## src/rtl/dtc_gain_pkg.sv

```systemverilog
package dtc_gain_pkg;
  // detector decision as seen by the estimator
  typedef enum logic {PD_LAG = 1'b0, PD_LEAD = 1'b1} pd_sign_e;

  localparam int unsigned QERR_W_DEF = 12;  // quantization error width (signed)
  localparam int unsigned GAIN_W_DEF = 12;  // gain width (unsigned fraction)
  localparam int unsigned ACC_W_DEF  = 24;  // accumulator width
  localparam int unsigned MU_W_DEF   = 5;   // step shift width
  localparam int unsigned CODE_W_DEF = 10;  // DTC code width
endpackage

```

## src/rtl/lms_gain_acc.sv

```systemverilog
module lms_gain_acc
  import dtc_gain_pkg::*;
#(
  parameter int unsigned QW = QERR_W_DEF,
  parameter int unsigned GW = GAIN_W_DEF,
  parameter int unsigned AW = ACC_W_DEF,
  parameter int unsigned MW = MU_W_DEF
) (
  input  logic                 clk,
  input  logic                 rst,
  input  logic                 stb,
  input  logic                 en,
  input  logic                 lead,
  input  logic signed [QW-1:0] qerr,
  input  logic [MW-1:0]        mu,
  input  logic [GW-1:0]        init_gain,
  output logic [GW-1:0]        gain
);
  localparam int unsigned SW = AW + 2;  // signed sum width, one guard bit each side
  localparam int unsigned LS = AW - QW; // alignment of error onto accumulator

  // sign-correlated, step-scaled increment
  function automatic logic signed [SW-1:0] f_step(
    input logic signed [QW-1:0] q, input logic ld, input logic [MW-1:0] m);
    logic signed [SW-1:0] t;
    t = {{(SW-QW){q[QW-1]}}, q};
    if (pd_sign_e'(ld) == PD_LAG) t = -t;
    t = t <<< LS;
    return t >>> m;
  endfunction

  // clamp a guarded sum into the accumulator range
  function automatic logic [AW-1:0] f_clamp(input logic signed [SW-1:0] s);
    if (s[SW-1])  return '0;
    if (s[AW])    return '1;
    return s[AW-1:0];
  endfunction

  logic [AW-1:0]        acc_q;
  logic signed [SW-1:0] step_w;
  logic signed [SW-1:0] sum_w;
  logic                 adapt_w;
  logic                 sat_lo_w;   // event: sum fell below zero
  logic                 sat_hi_w;   // event: sum passed full scale

  assign adapt_w  = stb && en;
  assign step_w   = f_step(qerr, lead, mu);
  assign sum_w    = $signed({2'b00, acc_q}) + step_w;
  assign sat_lo_w = adapt_w && sum_w[SW-1];
  assign sat_hi_w = adapt_w && !sum_w[SW-1] && sum_w[AW];

  always_ff @(posedge clk) begin
    if (rst)          acc_q <= {init_gain, {(AW-GW){1'b0}}};
    else if (adapt_w) acc_q <= f_clamp(sum_w);
  end

  assign gain = acc_q[AW-1 -: GW];

  // frozen when not adapting
  a_r4_hold_idle: assert property (@(posedge clk) disable iff (rst)
    !adapt_w |=> $stable(acc_q));
  // floor saturation
  a_r3_floor_zero: assert property (@(posedge clk) disable iff (rst)
    sat_lo_w |=> (acc_q == '0));
  // ceiling saturation
  a_r3_ceiling_full: assert property (@(posedge clk) disable iff (rst)
    sat_hi_w |=> (acc_q == '1));
  // a positive step without saturation raises the accumulator
  a_r2_rises_on_pos: assert property (@(posedge clk) disable iff (rst)
    (adapt_w && !step_w[SW-1] && (step_w != '0) && !sat_hi_w) |=> (acc_q > $past(acc_q)));
  // a negative step without saturation lowers the accumulator
  a_r2_falls_on_neg: assert property (@(posedge clk) disable iff (rst)
    (adapt_w && step_w[SW-1] && !sat_lo_w) |=> (acc_q < $past(acc_q)));
endmodule

```

## src/rtl/gain_scaler.sv

```systemverilog
module gain_scaler
  import dtc_gain_pkg::*;
#(
  parameter int unsigned QW = QERR_W_DEF,
  parameter int unsigned GW = GAIN_W_DEF,
  localparam int unsigned PW = QW + GW
) (
  input  logic                 clk,
  input  logic                 rst,
  input  logic                 stb,
  input  logic signed [QW-1:0] qerr,
  input  logic [GW-1:0]        gain,
  output logic signed [PW-1:0] prod_c,   // combinational product, for the requantizer
  output logic signed [PW-1:0] prod_q    // registered scaled word
);
  // signed error times unsigned fraction; PW bits cannot overflow
  function automatic logic signed [PW-1:0] f_mul(
    input logic signed [QW-1:0] q, input logic [GW-1:0] g);
    logic signed [PW-1:0] a;
    logic signed [PW-1:0] b;
    a = {{GW{q[QW-1]}}, q};
    b = {{QW{1'b0}}, g};
    return a * b;
  endfunction

  assign prod_c = f_mul(qerr, gain);

  always_ff @(posedge clk) begin
    if (rst)      prod_q <= '0;
    else if (stb) prod_q <= prod_c;
  end

  // holds between strobes
  a_r5_hold_between: assert property (@(posedge clk) disable iff (rst)
    !stb |=> $stable(prod_q));
  // a negative error never yields a positive scaled word
  a_r5_sign_follows: assert property (@(posedge clk) disable iff (rst)
    (stb && qerr[QW-1]) |=> (prod_q[PW-1] || (prod_q == '0)));
endmodule

```

## src/rtl/dtc_requant.sv

```systemverilog
module dtc_requant
  import dtc_gain_pkg::*;
#(
  parameter int unsigned PW = QERR_W_DEF + GAIN_W_DEF,
  parameter int unsigned DW = CODE_W_DEF,
  localparam int unsigned FW = PW - DW
) (
  input  logic                 clk,
  input  logic                 rst,
  input  logic                 stb,
  input  logic signed [PW-1:0] prod,
  output logic [DW-1:0]        code
);
  logic [PW-1:0] ofs_w;     // offset-binary form, +2^(PW-1)
  logic [DW-1:0] base_w;
  logic [FW-1:0] frac_w;
  logic [FW:0]   rsum_w;
  logic [DW:0]   csum_w;
  logic [FW-1:0] res_q;
  logic          clip_w;    // event: carry on a full-scale base code

  // flipping the sign bit adds half scale to a two's-complement value
  function automatic logic [PW-1:0] f_offset(input logic signed [PW-1:0] p);
    return {~p[PW-1], p[PW-2:0]};
  endfunction

  assign ofs_w  = f_offset(prod);
  assign base_w = ofs_w[PW-1 -: DW];
  assign frac_w = ofs_w[FW-1:0];
  assign rsum_w = {1'b0, res_q} + {1'b0, frac_w};
  assign csum_w = {1'b0, base_w} + {{DW{1'b0}}, rsum_w[FW]};
  assign clip_w = stb && csum_w[DW];

  always_ff @(posedge clk) begin
    if (rst) begin
      res_q <= '0;
      code  <= '0;
    end else if (stb) begin
      res_q <= rsum_w[FW-1:0];
      code  <= csum_w[DW] ? {DW{1'b1}} : csum_w[DW-1:0];
    end
  end

  // code and residue hold between strobes
  a_r6_hold_between: assert property (@(posedge clk) disable iff (rst)
    !stb |=> ($stable(code) && $stable(res_q)));
  // clamp at full scale
  a_r7_clip_full: assert property (@(posedge clk) disable iff (rst)
    clip_w |=> (code == '1));
  // the code never drops below the base it was formed from
  a_r6_not_below_base: assert property (@(posedge clk) disable iff (rst)
    stb |=> (code >= $past(base_w)));
endmodule

```

## src/rtl/dtc_gain_lms.sv

```systemverilog
module dtc_gain_lms
  import dtc_gain_pkg::*;
#(
  parameter int unsigned QW = QERR_W_DEF,
  parameter int unsigned GW = GAIN_W_DEF,
  parameter int unsigned AW = ACC_W_DEF,
  parameter int unsigned MW = MU_W_DEF,
  parameter int unsigned DW = CODE_W_DEF,
  localparam int unsigned PW = QW + GW
) (
  input  logic                 clk,
  input  logic                 rst,
  input  logic                 stb_i,
  input  logic                 en_i,
  input  logic                 lead_i,
  input  logic signed [QW-1:0] qerr_i,
  input  logic [MW-1:0]        mu_i,
  input  logic [GW-1:0]        init_gain_i,
  output logic [GW-1:0]        gain_o,
  output logic signed [PW-1:0] scaled_o,
  output logic [DW-1:0]        dtc_code_o
);
  logic signed [PW-1:0] prod_c_w;

  lms_gain_acc #(.QW(QW), .GW(GW), .AW(AW), .MW(MW)) u_acc (
    .clk(clk), .rst(rst), .stb(stb_i), .en(en_i), .lead(lead_i),
    .qerr(qerr_i), .mu(mu_i), .init_gain(init_gain_i), .gain(gain_o)
  );

  gain_scaler #(.QW(QW), .GW(GW)) u_scale (
    .clk(clk), .rst(rst), .stb(stb_i), .qerr(qerr_i), .gain(gain_o),
    .prod_c(prod_c_w), .prod_q(scaled_o)
  );

  dtc_requant #(.PW(PW), .DW(DW)) u_rq (
    .clk(clk), .rst(rst), .stb(stb_i), .prod(prod_c_w), .code(dtc_code_o)
  );

  // outputs cleared one edge after reset
  a_r1_reset_clears: assert property (@(posedge clk)
    rst |=> ((scaled_o == '0) && (dtc_code_o == '0) && (gain_o == $past(init_gain_i))));
  // with adaptation off the gain is frozen across a strobe
  a_r8_frozen_gain: assert property (@(posedge clk) disable iff (rst)
    (stb_i && !en_i) |=> (gain_o == $past(gain_o)));
endmodule

```

## config.mk

```make
export PLATFORM = sky130hd
export DESIGN_NAME = dtc_gain_lms
export DESIGN_NICKNAME = d
export VERILOG_FILES = /design/src/rtl/dtc_gain_pkg.sv /design/src/rtl/lms_gain_acc.sv /design/src/rtl/gain_scaler.sv /design/src/rtl/dtc_requant.sv /design/src/rtl/dtc_gain_lms.sv
export SDC_FILE = /design/constraint.sdc
export NUM_CORES = 1
export LEC_CHECK = 0
export BUFFER_PORTS_ARGS = -buffer_cell sky130_fd_sc_hd__buf_2
export CAP_MARGIN = 20
export CORE_UTILIZATION = 41
export DETAILED_ROUTE_END_ITERATION = 10
export PLACE_DENSITY_LB_ADDON = 0.12
export SLEW_MARGIN = 20
export SYNTH_ARGS = -nofsm -noshare
export SYNTH_HDL_FRONTEND = slang
export SYNTH_SLANG_ARGS = --single-unit
```

## constraint.sdc

```tcl
create_clock -name clk -period 13.7 [get_ports clk]
set_input_delay 1.37 -clock clk [delete_from_list [all_inputs] [get_ports clk]]
set_output_delay 1.37 -clock clk [all_outputs]
set_load 0.02 [all_outputs]
```

==> results.yml <==
outcome:
  status: "completed"
worst_hold_path:
  whs_endpoint: "u_acc.acc_q[0]$_SDFFE_PP0P_"
  hp-start: "u_acc.acc_q[0]$_SDFFE_PP0P_"
  hold_path_class: "reg2reg"
  hold_depth: 2
clock_tree:
  clk_latency_ns: 0.34
  cts_tree: "built"
  cts_made_buffers: 9
  cts_sinks: 72
  cts-root-buf: "clkbuf_16"
  post_cts_resized: 0
  cts_setup_buffers: 0
  cts_hold_buf: 0
  path_clk_slew_ns: 0.06
  cts_buffer_depth: 2
  ctsHtreeMaxLevel: 3
final_layout:
  fillers: 2566
  diodes: 0
  areaGrowthSynthToFinish_pct: 8.20
  final_common_cell: "inv_1"
  multi_input_area_um2: 8300
  layout_common_cells: "inv_1, nand2_1, nor2_1, ha_1, fa_1"
  layout.nets: 1590
  stdcell_area_um2: 11600
  final-seq-area_um2: 1560
  layout-drive-gt1-share_pct: 10.3
yosys:
  synth_top_area_cell: "fa_1"
  syn_inst: 1315
  yosys.cell_types.count: 69
  ys_ff_latch: 72
  synth_edf_count: 12
  synth.top_cell.area_share_pct: 19.2
  ys_warn_count: 0
  yosysSeqAreaShare_pct: 14.5
  synth_ff_type: "dfxtp_1"
  syn-mean-instance-area_um2: 8.19
  netlist_top_cells_area: "fa_1, ha_1, dfxtp_1, inv_1, nand2_1"
  async_reset_ff_share_pct: 0
  syn_nets: 1565
  synthesis.area_um2: 10800
floorplanning:
  die-area_um2: 26900
  pin_count: 80
  die_y_um: 164
  die_x_um: 164
  core_region_area_um2: 25500
  rows: 58
  floorplan.initialDensity_pct: 42.3
setup_path:
  max_stage_delay_ns: 0.58
  reg2reg_depth: 24
  worstSetupPathType: "in2reg"
  crit_slowest_cell: "fa_1"
  reg2reg_slack_ns: 6.36
  path_common_cell: "fa_1"
  crit_path_end_kind: "register"
  crit_required_ns: 13.93
  r2r-start: "u_acc.acc_q[17]$_DFFE_PP_"
  cp_data_arrival_time_ns: 8.00
  timing.rr.end: "u_rq.code[4]$_SDFFE_PP0P_"
  cp-start-kind: "input pin"
  cp_max_fo: 15
detailed_routing:
  routed_via_density: 5.32
  ant_nets: 0
  routed_wl_um: 28900
  drt_first_pass_iters: 5
  num_vias: 8917
  dr.first_iter.drc_count: 556
  routedWlPerCell_um: 17.2
  drcViolationCount: 0
placement:
  gp_congestion: 0.846
  dpl.hpwl_um: 22400
  port_buffers: 79
  post_dp_cell_area_um2: 11300
pwr:
  p_per_area_nw_per_um2: 252
  p_leak_nw: 5.70
  worst_ir_drop_vdd_mv: 0.164
timing:
  fmax_ghz: 0.129
  setup_viol_count_final: 0
  hold_viol: 0
  fin_worst_skew_ns: 0.00779
  tightestPinTransition_ns: 1.02
  post-route-period-util_pct: 56.7
  max_slew_margin_pct: 30.4
  period_minus_slack_ns: 7.77
  tns_ns: 0
  maxSlewViolCount: 0
  rsz0062_at_grt: "false"
global_route:
  track_usage_pct: 22.7
  grt_start_max_net_pins: 67
  grt_pass1_vias: 8652
  grt_first_pass_wirelength_um: 47400
  antenna_found_initial: 1
  overflow: 0
job:
  max-cap-violations: 0
[how the worst max path moves through the flow]
| stage | slack [ns] | start | depth (start not counted) | end |
|---|---|---|---|---|
| floorplan | 6.13 | qerr_i[11] | 26 | u_rq.code[0]$_SDFFE_PP0P_ |
| global placement | 5.73 | qerr_i[5] | 27 | u_rq.code[0]$_SDFFE_PP0P_ |
| detailed placement | 5.67 | qerr_i[11] | 25 | u_rq.code[3]$_SDFFE_PP0P_ |
| CTS | 5.92 | qerr_i[5] | 27 | u_rq.code[4]$_SDFFE_PP0P_ |
| global route | 5.45 | qerr_i[5] | 27 | u_rq.code[4]$_SDFFE_PP0P_ |
| finish | 5.93 | qerr_i[5] | 27 | u_rq.code[4]$_SDFFE_PP0P_ |
[report_power, final]
group / total, W / internal, W / switching (W)
sequential: 0.000317 / 0.000271 / 0.0000461
combinational: 0.00236 / 0.000913 / 0.00144
clock: 0.000269 / 0.000172 / 0.0000965
total: 0.00294 / 0.00136 / 0.00159
[cells in the mapped netlist, types with 13 or more instances]
cell type and instances:
xor2_1 23, dfxtp_1 60, a211oi_1 13, nor3_1 21, xnor2_1 38, nand3_1 18
nand2_1 139, a21o_1 16, and2_1 77, ha_1 113, clkbuf_1 51, inv_1 156
fa_1 103, o21ai_0 55, nand2b_1 13, nor2_1 128, mux2i_1 43, a21oi_1 69
[critical path: cells and delay by family]
kind | cells | cell delay, ns
adders and majority gates | 9 | 3.53
AOI/OAI and AO/OA | 5 | 1.35
and+or+nand+nor | 7 | 0.93
buffers and inverters | 5 | 0.54
xor gates and xnor gates | 1 | 0.24
[layout make-up]
type                            count  share of cell area [%]
Clock buffer                       11                    2.18
Clock inverter                      5                   0.720
Inverter                          159                    5.12
Multi-Input combinational cell   1013                    71.2
Sequential cell                    72                    13.4
Tap cell                          330                    3.55
Timing Repair Buffer               85                    3.78
[cells by family after synthesis]
| group | after synthesis | share of synthesized area, % |
|---|---|---|
| buffers and inverters | 230 | 8.49 |
| multiplexers | 54 | 5.36 |
| flip-flops | 72 | 14.5 |
| AND/OR/NAND/NOR | 435 | 18.9 |
| AO/OA/AOI/OAI | 247 | 15.5 |
| adder cells (fa/ha/maj) | 216 | 32.3 |
| XOR/XNOR | 61 | 4.96 |
[sequential cells by signal (all words and copies together), names as in the netlist]
| signal | count |
|---|---|
| u_scale.prod_q | 24 |
| u_rq.code | 10 |
| u_acc.acc_q | 24 |
| u_rq.res_q | 14 |
[layer usage]
layer	track usage, %	wire, um
met1	35.0	14900
met2	33.7	12300
met3	3.03	1510
met5	0	0
met4	3.45	215
[per-stage QoR]
step	utilization (%)	cells	hold slack (ns)	worst slack, ns	total power, W
3_5_place_dp	44.4	1659	0.453	5.67	0.00266
4_1_cts	45.7	1675	0.467	5.92	0.00295
6_report	45.7	1675	0.459	5.93	0.00294
5_1_grt	45.7	1675	0.492	5.45	0.00328
3_3_place_gp	44.4	1659	0.440	5.73	0.00265
2_1_floorplan	-	1315	0.432	6.13	0.00210
No activity file was read; power rests on OpenSTA's default activity.
